===== src/rtl/intr_pin_pkg.sv =====
package intr_pin_pkg;
  localparam int unsigned CFG_W    = 16;
  localparam int unsigned POL_BIT  = 0;
  localparam int unsigned MODE_LO  = 1;
  localparam int unsigned MODE_HI  = 2;
  localparam int unsigned RSV_BIT  = 15;

  typedef enum logic [1:0] {
    PIN_OFF   = 2'b00,
    PIN_BUSY  = 2'b01,
    PIN_ALERT = 2'b10,
    PIN_CLEAR = 2'b11
  } pin_mode_e;
endpackage


===== src/rtl/intr_rst_sync.sv =====
module intr_rst_sync (
  input  logic clk,
  input  logic rst_n,
  output logic rst_sync_n
);
  logic stage_q;

  always_ff @(posedge clk or negedge rst_n) begin
    if (!rst_n) begin
      stage_q    <= 1'b0;
      rst_sync_n <= 1'b0;
    end else begin
      stage_q    <= 1'b1;
      rst_sync_n <= stage_q;
    end
  end
endmodule


===== src/rtl/intr_cfg_reg.sv =====
module intr_cfg_reg
  import intr_pin_pkg::*;
(
  input  logic             clk,
  input  logic             rst_n,
  input  logic             wr_en_i,
  input  logic [CFG_W-1:0] wr_data_i,
  output logic [CFG_W-1:0] cfg_o,
  output logic             clear_o
);
  localparam logic [CFG_W-1:0] WR_MASK = ~(CFG_W'(1) << RSV_BIT);

  logic [CFG_W-1:0] cfg_q, cfg_d;
  logic             cfg_en;
  logic             is_clear;

  always_comb begin
    is_clear = wr_en_i && (pin_mode_e'(wr_data_i[MODE_HI:MODE_LO]) == PIN_CLEAR);
    cfg_en   = wr_en_i;
    cfg_d    = wr_data_i & WR_MASK;
    if (is_clear) begin
      cfg_d[MODE_HI:MODE_LO] = PIN_ALERT;
    end
  end

  always_ff @(posedge clk or negedge rst_n) begin
    if (!rst_n) begin
      cfg_q <= '0;
    end else if (cfg_en) begin
      cfg_q <= cfg_d;
    end
  end

  assign cfg_o   = cfg_q;
  assign clear_o = is_clear;
endmodule


===== src/rtl/intr_alert_log.sv =====
module intr_alert_log #(
  parameter int unsigned NUM_CH = 8
) (
  input  logic              clk,
  input  logic              rst_n,
  input  logic              clear_i,
  input  logic [NUM_CH-1:0] event_i,
  output logic [NUM_CH-1:0] status_o,
  output logic              flag_o
);
  logic [NUM_CH-1:0] status_q;

  for (genvar ch = 0; ch < NUM_CH; ch++) begin : g_ch
    logic bit_d, bit_en;

    always_comb begin
      bit_en = clear_i || event_i[ch];
      bit_d  = !clear_i;
    end

    always_ff @(posedge clk or negedge rst_n) begin
      if (!rst_n) begin
        status_q[ch] <= 1'b0;
      end else if (bit_en) begin
        status_q[ch] <= bit_d;
      end
    end
  end

  assign status_o = status_q;
  assign flag_o   = |status_q;
endmodule


===== src/rtl/intr_pin_drive.sv =====
module intr_pin_drive
  import intr_pin_pkg::*;
(
  input  pin_mode_e mode_i,
  input  logic      pol_i,
  input  logic      busy_i,
  input  logic      flag_i,
  output logic      pin_o
);
  logic active;

  always_comb begin
    unique case (mode_i)
      PIN_BUSY:  active = busy_i;
      PIN_ALERT: active = flag_i;
      default:   active = 1'b0;
    endcase
    pin_o = pol_i ? active : !active;
  end
endmodule


===== src/rtl/intr_pin_ctl.sv =====
module intr_pin_ctl
  import intr_pin_pkg::*;
#(
  parameter int unsigned NUM_CH = 8
) (
  input  logic              clk,
  input  logic              rst_n,
  input  logic              wr_en_i,
  input  logic [15:0]       wr_data_i,
  output logic [15:0]       rd_data_o,
  input  logic              busy_i,
  input  logic [NUM_CH-1:0] alert_ev_i,
  output logic              pin_o,
  output logic              alert_flag_o,
  output logic [NUM_CH-1:0] alert_status_o
);
  logic             rst_sync_n;
  logic [CFG_W-1:0] cfg;
  logic             clear;

  intr_rst_sync u_rst (
    .clk        (clk),
    .rst_n      (rst_n),
    .rst_sync_n (rst_sync_n)
  );

  intr_cfg_reg u_cfg (
    .clk       (clk),
    .rst_n     (rst_sync_n),
    .wr_en_i   (wr_en_i),
    .wr_data_i (wr_data_i),
    .cfg_o     (cfg),
    .clear_o   (clear)
  );

  intr_alert_log #(.NUM_CH(NUM_CH)) u_log (
    .clk      (clk),
    .rst_n    (rst_sync_n),
    .clear_i  (clear),
    .event_i  (alert_ev_i),
    .status_o (alert_status_o),
    .flag_o   (alert_flag_o)
  );

  intr_pin_drive u_drv (
    .mode_i (pin_mode_e'(cfg[MODE_HI:MODE_LO])),
    .pol_i  (cfg[POL_BIT]),
    .busy_i (busy_i),
    .flag_i (alert_flag_o),
    .pin_o  (pin_o)
  );

  assign rd_data_o = cfg;
endmodule


===== config.mk =====
export PLATFORM = sky130hd
export DESIGN_NAME = intr_pin_ctl
export DESIGN_NICKNAME = d
export VERILOG_FILES = /design/src/rtl/intr_pin_pkg.sv /design/src/rtl/intr_rst_sync.sv /design/src/rtl/intr_cfg_reg.sv /design/src/rtl/intr_alert_log.sv /design/src/rtl/intr_pin_drive.sv /design/src/rtl/intr_pin_ctl.sv
export SDC_FILE = /design/constraint.sdc
export NUM_CORES = 1
export LEC_CHECK = 0
export ABC_AREA = 0
export ABC_CLOCK_PERIOD_IN_PS = 2050
export BUFFER_PORTS_ARGS = -buffer_cell sky130_fd_sc_hd__buf_4
export CORE_MARGIN = 2
export CORE_UTILIZATION = 41
export CTS_BUF_LIST = sky130_fd_sc_hd__clkbuf_16
export DETAILED_ROUTE_END_ITERATION = 16
export GPL_TIMING_DRIVEN = 1
export PLACE_DENSITY_LB_ADDON = 0.25
export REMOVE_ABC_BUFFERS = 1
export SYNTH_ARGS = -nofsm -noshare
export SYNTH_HDL_FRONTEND = slang
export SYNTH_SLANG_ARGS = --single-unit

===== constraint.sdc =====
create_clock -name clk -period 2.05 [get_ports clk]
set_input_delay 0.615 -clock clk [delete_from_list [all_inputs] [get_ports clk]]
set_output_delay 0.615 -clock clk [all_outputs]
set_load 0.05 [all_outputs]

# Yosys cells after proc, flatten, opt, wreduce, memory -nomap -nowiden
# Cells that the tools add are included.
[classes]
n_addsub = 0
multipliers = 0
div = 0
n_lt_le_gt_ge = 0
n_eq_ne = 3
shift = 0
muxes = 3
bitwise_logic = 0
n_reduce_logical = 12
[ops]
columns = ["op", "n"]
rows = [
  ["1-bit logical OR", 8],
  ["8-bit OR reduction", 1],
  ["2-bit equality test (second input constant)", 2],
  ["2-bit by 1-bit equality test with 1-bit output (second input constant)", 1],
  ["1-bit zero test", 2],
  ["2-bit two-way mux", 1],
  ["1-bit one-hot mux with 2 select lines", 1],
  ["1-bit logical AND", 1],
  ["1-bit two-way mux", 1],
]
[word_totals]
register_bits = 25
latch_bits = 0
ram_bits = 0
romBits = 0
in_bits = 28
output_inout_bits = 26
word_cells = 29
n_memories = 0

# Longest topological paths before layout
# Gate-level depths: netlist (run 1).
[logic_depth]
ltp_word = 4
ltp_mapped = 5
ltp_nobuf = 5

# Modules after synthesis
# A second synthesis (run 1) with hierarchy kept.
[unflattened]
cells_unflattened = 75
area_unflattened_um2 = 1013.5
[by_module_without_submodules]
columns = ["module", "instances", "cells_per_inst", "area_per_inst_um2", "seq_area_each_um2"]
rows = [
  ["intr_cfg_reg", 1, 37, 625.6, 375.4],
  ["intr_alert_log", 1, 28, 281.5, 200.2],
  ["intr_rst_sync", 1, 3, 53.8, 50.0],
  ["intr_pin_drive", 1, 7, 52.6, 0.0],
]

# Worst setup path after synthesis (run 1)
# No wires, ideal clock.
[synth_timing]
path_type = "reg2out"
start = "register u_cfg.cfg_q[1], in the netlist u_cfg.cfg_o[1]"
end = "output pin_o"
t_arrival_ps = 2466
required_ps = 1435
path_slack_ps = -1031
path_stages_with_launch = 6
n_path_buf = 0
cell_sequence = "dfrtp_1 > inv_1 > ha_1 > and4bb_2 > a31o_1 > a2111oi_2"
[synth_via]
elab_chain_len = 4
word_cells_on_any_way = 5
cone_classes = "2 x eq/ne; 2 x mux; 1 x reduce/logical"
[synth_lines]
columns = ["element", "line_no", "rtl"]
rows = [
  ["from (decl)", "intr_cfg_reg.sv:13", "logic [CFG_W-1:0] cfg_q, cfg_d;"],
  ["from (signal assigned)", "intr_cfg_reg.sv:30", "cfg_q <= cfg_d;"],
  ["2-bit equality test or 2-bit by 1-bit equality test with 1-bit output (tied branches)", "intr_pin_drive.sv:13", "unique case (mode_i)"],
  ["1-bit one-hot mux with 2 select lines *", "intr_pin_drive.sv:13", ""],
  ["1-bit zero test", "intr_pin_drive.sv:18", "pin_o = pol_i ? active : !active;"],
  ["1-bit two-way mux *", "intr_pin_drive.sv:18", ""],
  ["to (decl)", "intr_pin_ctl.sv:13", "output logic pin_o,"],
]
# Every way passes the cells marked *; elsewhere a longest branch is shown, timed or not.

# Worst setup path in the final report (run 1)
[layout_timing]
start = "register u_cfg.cfg_q[2], in the netlist u_cfg.cfg_o[2]"
end = "output pin_o"
# The elaborated chain is that of the path after synthesis.

==> qor.yml, run 1 <==
ys_seq_area_share_pct: 61.1
io_pins: 54
fin_crit_sh_pct: 118
fmax_ghz: 0.413
grt-ovfl-total: 0
synthCells: 71
syn_area_per_cell_um2: 14.4
synth_cell_types: 20
finalInstanceArea_um2: 1590
synth_top_area_share_pct: 61.1
dp_slack_ns: -0.161
drv_slew: 0
grt_util_all_layers_pct: 14.1
start_kind: "flop"
hold_viol_final: 0
place.gp.congestion: 0.696
yosys_warnings: 0
die_area_um2: 2920
netlist_area_um2: 1020
cts.sinks: 25
clk_path_buf_depth: 2
fin_crit_ns: 2.42
ir_drop_v: 0.000839
yosysTopAreaCell: "dfrtp_1"
grt_pass1_wl_mm: 3.02
num_antenna_cells: 0
rrSetupSlack_ns: 1.18
rows: 18
fillCellCount: 193
grt_max_degree: 24
timing.final.ws_setup_ns: -0.371
antenna_found_initial: 0
ff2ff_path_depth: 1
clock_latency_ns: 0.25
hpwl_mm: 1.51
min_path_type: "in -> async"
endpoint_kind: "output port"
holdBufCountCts: 0
placed_cell_area_um2: 1470
path_class: "reg -> out"
core_um2: 2430
status: "finished, violations left"
reg2reg_from: "u_cfg.cfg_o[0]"
start_util_pct: 42.1
die_x_um: 54.0
numCtsBuffers: 3
rsz0062_at_grt: "true"
drt_iter0_markers: 3
synth_top_cells_by_area: "dfrtp_1, mux2_2, o21a_1"
setup_viol: 1
multi_input_area_um2: 402
cellPowerDensity_nw_per_um2: 869
first_pass_iters: 4
failed_checks: "negative setup slack"
clock-root-buffer: "clkbuf_16"
remaining_drc_errors: 0
critPathMaxFanout: 3
vias: 758
final_util_pct: 65.2
io_buffers: 51
cp_data_required_time_ns: 1.43
ant_nets: 0
leakage_uw: 0.000730
regArea_um2: 626
wl_per_cell_um: 12.9
cts_tree: "yes"
drive_gt1_share_pct: 62.5
htreeDepth: 1
nNetsFinal: 159
fin_skew_ns: 0.00178
grt_pass1_vias: 719
r2r_end: "u_cfg.cfg_o[0]"
crit_arrival_ns: 1.81
maxCapViolCount: 0
yosys_register_bits: 25
clk_pin_slew_ns: 0.06
die_h_um: 54.0
via_per_inst: 4.80
routed_wirelength_mm: 2.03
syn2layout_area_growth_pct: 54.8
## cells in the final DEF, fill, tap and decap left out
master,n
buf_4,56
ha_1,1
a31o_1,1
nand2_1,3
buf_6,1
o21a_1,8
a2111oi_2,1
nand3b_1,1
dfrtp_1,25
a2111oi_4,1
ha_4,1
inv_1,3
nand3_1,1
clkbuf_16,3
mux2_1,1
inv_2,1
nor4_4,2
and4_2,1
mux2_2,12
o21ai_0,2
conb_1,2
and4bb_2,1
## synth_stat cells
cell type   n
dfrtp_1    25
conb_1      2
ha_1        2
nand2_1     3
nor4_2      1
o21ai_0     2
o21a_1      8
nor4_4      1
nand3_1     1
buf_4       2
nand3b_1    1
inv_1       3
a2111oi_2   1
and4bb_2    1
mux2_1      1
and4_2      1
a31o_1      1
buf_2       2
mux2_2     12
a2111oi_1   1
## how the worst max path moves through the flow
stage	start	to	slack, ns	cells past startpoint
after floorplan	u_cfg.cfg_o[1]	pin_o	-1.03	5
after global placement	busy_i	pin_o	-0.15	5
after detailed placement	busy_i	pin_o	-0.16	5
after CTS	u_cfg.cfg_o[2]	pin_o	-0.41	6
after global routing	u_cfg.cfg_o[1]	pin_o	-0.45	6
final	u_cfg.cfg_o[2]	pin_o	-0.37	6
## sequential cells by signal, indices dropped and copies added (netlist names)
register          cells
u_log.status_o        8
u_rst.rst_sync_n      1
u_cfg.cfg_o          15
u_rst.stage_q         1
## metal layers
layer,GRT usage (%),wire (µm),vias up
met2,24.8,1120,22
li1,-,-,361
met3,2.50,87,0
met5,0,0,-
met1,18.4,827,375
met4,2.50,0,0
## final cells by class
type                       count  area share (%)
clock buffer                   3            4.73
clock inverter                 1           0.237
inverter                       3           0.710
multi-input combinational     39            25.3
sequential                    25            39.4
tap                           30            2.37
timing repair buffer          57            27.2
## timing repair
item | in CTS | in global routing
buffers inserted | 0 | 0
setup endpoints to repair | 1 | 1
resized for setup | 2 | 4
gates cloned | 0 | 0
endpoints found under the hold margin | 0 | 0
## worst max-delay path, stage by stage (launching register included)
cell	delay (ns)
dfrtp_1	0.42
inv_1	0.09
ha_1	0.17
nand2_1	0.07
and4_2	0.25
a2111oi_4	0.35
buf_6	0.21
## report_power, final
part	switching, µW	internal [µW]	total, µW
Sequential	36.5	537	574
Clock	151	260	411
Combinational	242	153	395
## cell families (layout without fill, tap and decap cells)
kind of cell / Yosys count / after routing / share of synthesized area [%]
and+or+nand+nor: 9 / 9 / 7.81
other: 2 / 2 / 0.733
buffers and inverters: 7 / 64 / 3.54
muxes: 13 / 13 / 14.3
DFF: 25 / 25 / 61.1
AOI/OAI and AO/OA: 13 / 13 / 10.1
adders and majority gates: 2 / 2 / 2.44
## through the flow
stage | hold slack [ns] | total power [µW] | instances | TNS (ns)
final | 0.132 | 1380 | 158 | -0.371
after global routing | 0.122 | 1450 | 158 | -0.450
after CTS | 0.131 | 1380 | 158 | -0.407
after detailed placement | 0.230 | 960 | 154 | -0.161
after global placement | 0.218 | 953 | 154 | -0.148
after floorplan | 0.294 | 809 | 67 | -1.03
(Power assumes the default switching activity.)
==> run 2: changes to the inputs <==
--- a/config.mk
+++ b/config.mk
@@ -9,7 +9,7 @@
 export ABC_CLOCK_PERIOD_IN_PS = 2050
 export BUFFER_PORTS_ARGS = -buffer_cell sky130_fd_sc_hd__buf_4
 export CORE_MARGIN = 2
-export CORE_UTILIZATION = 41
+export CORE_UTILIZATION = 40
 export CTS_BUF_LIST = sky130_fd_sc_hd__clkbuf_16
 export DETAILED_ROUTE_END_ITERATION = 16
 export GPL_TIMING_DRIVEN = 1
==> run 2 against run 1 <==
  * The run still ends with negative setup slack left
  * Final area up 2.3%
  * Sequential cell count did not move
  * Clock-buffer cell count did not move
  * Routed wire length grew 9.8%
  * Hold slack got worse by 0.0038 ns
  * First-iteration DRC count grew 33%
  * Utilization grew 0.88 points
  * Sequential share of layout area decreased by 0.88 points
  * Total power up 1.9%
  * Die area up 2.3%
  * Clock skew grew 0.0013 ns
  * Critical endpoint unchanged
  * Largest power group unchanged
  * Highest routed layer is now met4
==> qor.yml, run 2 (synthesized netlist as in run 1, its figures left out) <==
status: "finished, violations left"
failed_checks: "negative setup slack"
grt-ovfl-total: 0  # unchanged
setup_viol: 1  # unchanged
maxCapViolCount: 0  # unchanged
routed_wirelength_mm: 2.23  # +9.8%
grt_pass1_vias: 779  # +8.3%
io_pins: 54  # unchanged
io_buffers: 51  # unchanged
fin_crit_ns: 2.43  # +0.00457 ns
largest_reg_flops: 15  # unchanged
combPwrFrac_pct: 29.2  # +0.6 points
clk_pin_slew_ns: 0.06  # about the same
p_total_uw: 1410  # +1.9%
cellPowerDensity_nw_per_um2: 866  # -0.42%
drt_iter0_markers: 4  # +1
place.gp.congestion: 0.707  # +1.6%
seqPwrFrac_pct: 40.9  # -0.7 points
hpwl_mm: 1.71  # +14%
numCtsBuffers: 3  # unchanged
whs_ns: 0.129  # -0.00375 ns
internal_power_uw: 963  # +1.4%
clock_latency_ns: 0.25  # about the same
grt_util_all_layers_pct: 16.5  # +2.3 points
min_path_type: "in -> async"
wl_per_cell_um: 13.8  # +7.1%
clock-root-buffer: "clkbuf_16"
timing.final.ws_setup_ns: -0.376  # -0.00457 ns
switching_share_pct: 31.4  # +0.32 points
drive_gt1_share_pct: 64.4  # +1.9 points
antenna_found_initial: 0  # unchanged
die_x_um: 54.6  # +1.1%
vias: 767  # +1.2%
power.switching_uw: 442  # +2.9%
drv_slew: 0  # unchanged
dp_slack_ns: -0.180  # -0.0185 ns
fin_setup_tns_ns: -0.376  # -0.00457 ns
ant_nets: 0  # unchanged
first_pass_iters: 4  # unchanged
clk_path_buf_depth: 2  # unchanged
via_per_inst: 4.73  # -1.3%
ir_drop_v: 0.000948  # +13%
pwr-share-clk_pct: 30.0  # +0.2 points
cp_data_required_time_ns: 1.43  # about the same
leakage_uw: 0.000744  # +1.8%
fin_skew_ns: 0.00309  # +0.00131 ns
endpoint_kind: "output port"
rsz0062_at_grt: "true"
cts_tree: "yes"
grt_pass1_wl_mm: 3.39  # +12%
htreeDepth: 1  # unchanged
remaining_drc_errors: 0  # unchanged
final_cell_mix: "buf_4, dfrtp_1, mux2_2"
num_antenna_cells: 0  # unchanged
die_h_um: 54.6  # +1.1%
hold_viol_final: 0  # unchanged
die_area_um2: 2980  # +2.3%
nNetsFinal: 163  # +2.5%
core_um2: 2450  # +0.93%
path_class: "reg -> out"
grt_max_degree: 19  # -21%
start_util_pct: 41.7  # -0.39 points
fin_crit_sh_pct: 118  # +0.22 points
cts.sinks: 25  # unchanged
syn2layout_area_growth_pct: 58.4
critPathMaxFanout: 3  # unchanged
crit_arrival_ns: 1.81  # about the same
start_kind: "flop"
rows: 18  # unchanged
final_common_cell: "buf_4"
fmax_ghz: 0.412  # -0.19%
==> run 2: changes by cell type in the layout (fill, tap and decap cells not counted), sizes merged <==
cell      delta
clkinvlp     +1
buf          +4
inv          -1
==> run 2: worst paths after layout <==
kind                              startpoint                end  slack [ns]  cells past startpoint
min in group clk               u_rst.stage_q   u_rst.rst_sync_n        0.35                      0
min                                    rst_n      u_rst.stage_q        0.13                      1
max in group asynchronous   u_rst.rst_sync_n  u_log.status_o[3]        1.35                      1
min reg2reg                 u_rst.rst_sync_n    u_cfg.cfg_o[12]        0.17                      0
max                           u_cfg.cfg_o[2]              pin_o       -0.38                      5
max reg2reg                u_log.status_o[1]  u_log.status_o[1]        1.22                      2
==> run 2: power by group through the flow <==
stage          registers, µW  logic (µW)  clock network [µW]
6_report                 574         410                 421
5_1_grt                  580         431                 453
4_1_cts                  573         399                 437
3_5_place_dp             582         388                   0
3_3_place_gp             578         382                   0
2_1_floorplan            731        78.2                   0
==> run 2: layout make-up <==
| type | count | area [µm²] |
|---|---|---|
| Clock inverter | 1 | 7.51 |
| Sequential cell | 25 | 626 |
| Inverter | 3 | 11.3 |
| Timing Repair Buffer | 61 | 462 |
| Tap cell | 30 | 37.5 |
| Clock buffer | 3 | 75.1 |
| Fill cell | 183 | 832 |
| Multi-Input combinational cell | 39 | 404 |
==> run 2: worst max-delay path, cell delays in order, from the launching register on <==
cell and delay (ns):
dfrtp_1 0.42, ha_4 0.29, and4bb_2 0.22, a31o_1 0.21
a2111oi_4 0.22, buf_6 0.21
==> run 2: per-stage QoR <==
step                      util [%]  area, µm²  std cells
after CTS                     64.9       1590        162
after global routing          66.1       1620        162
after floorplan                  -       1000         67
after detailed placement      60.3       1480        156
final                         66.1       1620        162
after global placement        60.3       1480        156
==> run 2: metal layers <==
metal,track usage (%),part of all wire [%]
met5,0,0
met3,4.92,4.1
met4,2.50,0.45
met2,31.5,57
met1,17.8,39
==> run 2: repair_timing <==
action,CTS,global route
hold buffers,0,0
setup buffers,2,0
gates resized for setup,2,4
setup endpoints to repair,1,1
==> run 3: changes to the inputs <==
--- a/config.mk
+++ b/config.mk
@@ -9,11 +9,11 @@
 export ABC_CLOCK_PERIOD_IN_PS = 2050
 export BUFFER_PORTS_ARGS = -buffer_cell sky130_fd_sc_hd__buf_4
 export CORE_MARGIN = 2
-export CORE_UTILIZATION = 40
+export CORE_UTILIZATION = 43
 export CTS_BUF_LIST = sky130_fd_sc_hd__clkbuf_16
 export DETAILED_ROUTE_END_ITERATION = 16
 export GPL_TIMING_DRIVEN = 1
-export PLACE_DENSITY_LB_ADDON = 0.25
+export PLACE_DENSITY = 0.89
 export REMOVE_ABC_BUFFERS = 1
 export SYNTH_ARGS = -nofsm -noshare
 export SYNTH_HDL_FRONTEND = slang
==> run 3 against run 2 <==
  * The run still ends with negative setup slack left
  * Utilization increased by 11 points
  * Highest routed layer unchanged
  * Maximum frequency decreased by 2.8%
  * Routed wire length increased by 23%
  * Sequential share of layout area decreased by 2.2 points
  * Critical path type unchanged
==> qor.yml, run 3 (synthesized netlist as in run 1, its figures left out) <==
status: "finished, violations left"
failed_checks: "negative setup slack"
fin_skew_ns: 0.00129  # -0.00181 ns
largest_reg_flops: 15  # unchanged
fin_crit_ns: 2.50  # +0.0708 ns
final_common_cell: "buf_4"
core_um2: 2230  # -9.0%
grt-ovfl-total: 0  # unchanged
antenna_found_initial: 0  # unchanged
finalInstanceArea_um2: 1720  # +6.2%
fillCellCount: 157  # -14%
vias: 851  # +11%
highest_layer: "met4"
drt_iter0_markers: 3  # -1
die_x_um: 52.8  # -3.3%
numCtsBuffers: 3  # unchanged
die_area_um2: 2790  # -6.5%
slew_headroom_pct: 38.0
ir_drop_v: 0.000701  # -26%
route.met3.wl_um: 105  # +14%
num_antenna_cells: 0  # unchanged
grt_pass1_vias: 880  # +13%
rsz0062_at_grt: "true"
start_util_pct: 45.9  # +4.1 points
syn2layout_area_growth_pct: 68.3
cellPowerDensity_nw_per_um2: 839  # -3.1%
wl_met1_um: 973  # +13%
nNetsFinal: 175  # +7.4%
hold_viol_final: 0  # unchanged
hpwl_mm: 1.84  # +7.3%
holdBufCountCts: 0  # unchanged
setup_viol: 1  # unchanged
fmax_ghz: 0.401  # -2.8%
worstMarginPinSlew_ns: 0.930
die_h_um: 52.8  # -3.3%
htreeDepth: 1  # unchanged
clock_latency_ns: 0.25  # about the same
grt_util_all_layers_pct: 20.9  # +4.5 points
final_cell_mix: "buf_4, dfrtp_1, mux2_2"
wl_met2_mm: 1.63  # +29%
rows: 17  # -1
whs_ns: 0.130  # +0.00137 ns
io_pins: 54  # unchanged
drv_slew: 0  # unchanged
io_buffers: 51  # unchanged
clock-root-buffer: "clkbuf_16"
critPathMaxFanout: 3  # unchanged
drive_gt1_share_pct: 69.4  # +5.1 points
remaining_drc_errors: 0  # unchanged
leakage_uw: 0.000810  # +8.9%
path_class: "reg -> out"
start_kind: "flop"
clk_path_buf_depth: 2  # unchanged
place.gp.congestion: 0.746  # +5.5%
cts.sinks: 25  # unchanged
grt_max_degree: 24  # +5
fin_crit_sh_pct: 122  # +3.5 points
min_path_type: "in -> async"
clk_pin_slew_ns: 0.06  # about the same
crit_arrival_ns: 1.88  # +0.07 ns
maxCapViolCount: 0  # unchanged
grt_pass1_wl_mm: 4.04  # +19%
endpoint_kind: "output port"
first_pass_iters: 2  # -2
cp_data_required_time_ns: 1.43  # about the same
placed_cell_area_um2: 1490  # +0.34%
timing.final.ws_setup_ns: -0.447  # -0.0708 ns
cts_tree: "yes"
ant_nets: 0  # unchanged
via_per_inst: 4.95  # +4.5%
wl_per_cell_um: 16.0  # +16%
p_total_uw: 1450  # +2.9%
routed_wirelength_mm: 2.75  # +23%
run 3: report_power, final:
| group | leakage [µW] | internal (µW) | total [µW] | switching [µW] |
|---|---|---|---|---|
| logic | 0.000487 | 191 | 447 | 256 |
| clock network | 0.0000423 | 260 | 416 | 156 |
| registers | 0.000280 | 537 | 582 | 45.0 |
run 3: per-layer routing:
| metal | track usage (%) | vias to the layer above |
|---|---|---|
| li1 | - | 393 |
| met1 | 21.2 | 424 |
| met2 | 40.2 | 30 |
| met3 | 3.14 | 4 |
| met4 | 11.1 | 0 |
| met5 | 0 | - |
run 3: worst max-delay path, cell delays in order, from the launching register on:
cell       delay, ns
dfrtp_1         0.40
inv_2           0.08
ha_4            0.28
and4bb_2        0.22
a31o_1          0.21
a2111oi_4       0.23
buf_6           0.21
run 3: cell type report:
class	instances	area (µm²)	area share (%)
Inverter	3	11.3	0.653
Timing Repair Buffer	73	563	32.7
Sequential cell	25	627	36.4
Clock buffer	3	75.1	4.35
Clock inverter	1	3.75	0.218
Tap cell	28	35.0	2.03
Multi-Input combinational cell	39	409	23.7
run 3: path summary, 6_finish.rpt:
path | from | endpoint | slack [ns] | cells past startpoint
hold / removal | rst_n | u_rst.stage_q | 0.13 | 1
min in group clk | u_rst.stage_q | u_rst.rst_sync_n | 0.35 | 0
setup / recovery | u_cfg.cfg_o[1] | pin_o | -0.45 | 6
max in group asynchronous | u_rst.rst_sync_n | u_cfg.cfg_o[2] | 1.03 | 0
hold reg to reg | u_rst.stage_q | u_rst.rst_sync_n | 0.35 | 0
setup reg to reg | u_cfg.cfg_o[2] | u_cfg.cfg_o[2] | 0.11 | 13
run 3: repair_timing:
item	CTS	global route
endpoints found under the hold margin	0	0
pin swaps	1	1
setup endpoints to repair	1	3
gates resized for setup	9	6
setup buffers	14	5
run 3: metrics by stage:
| step | TNS (ns) | setup WS, ns | std cells | utilization, % |
|---|---|---|---|---|
| floorplan | -1.03 | -1.03 | 67 | - |
| global placement | -0.141 | -0.141 | 155 | 66.5 |
| detailed placement | -0.166 | -0.166 | 155 | 66.5 |
| CTS | -0.618 | -0.378 | 173 | 76.6 |
| global route | -0.494 | -0.494 | 172 | 77.2 |
| finish | -0.447 | -0.447 | 172 | 77.2 |
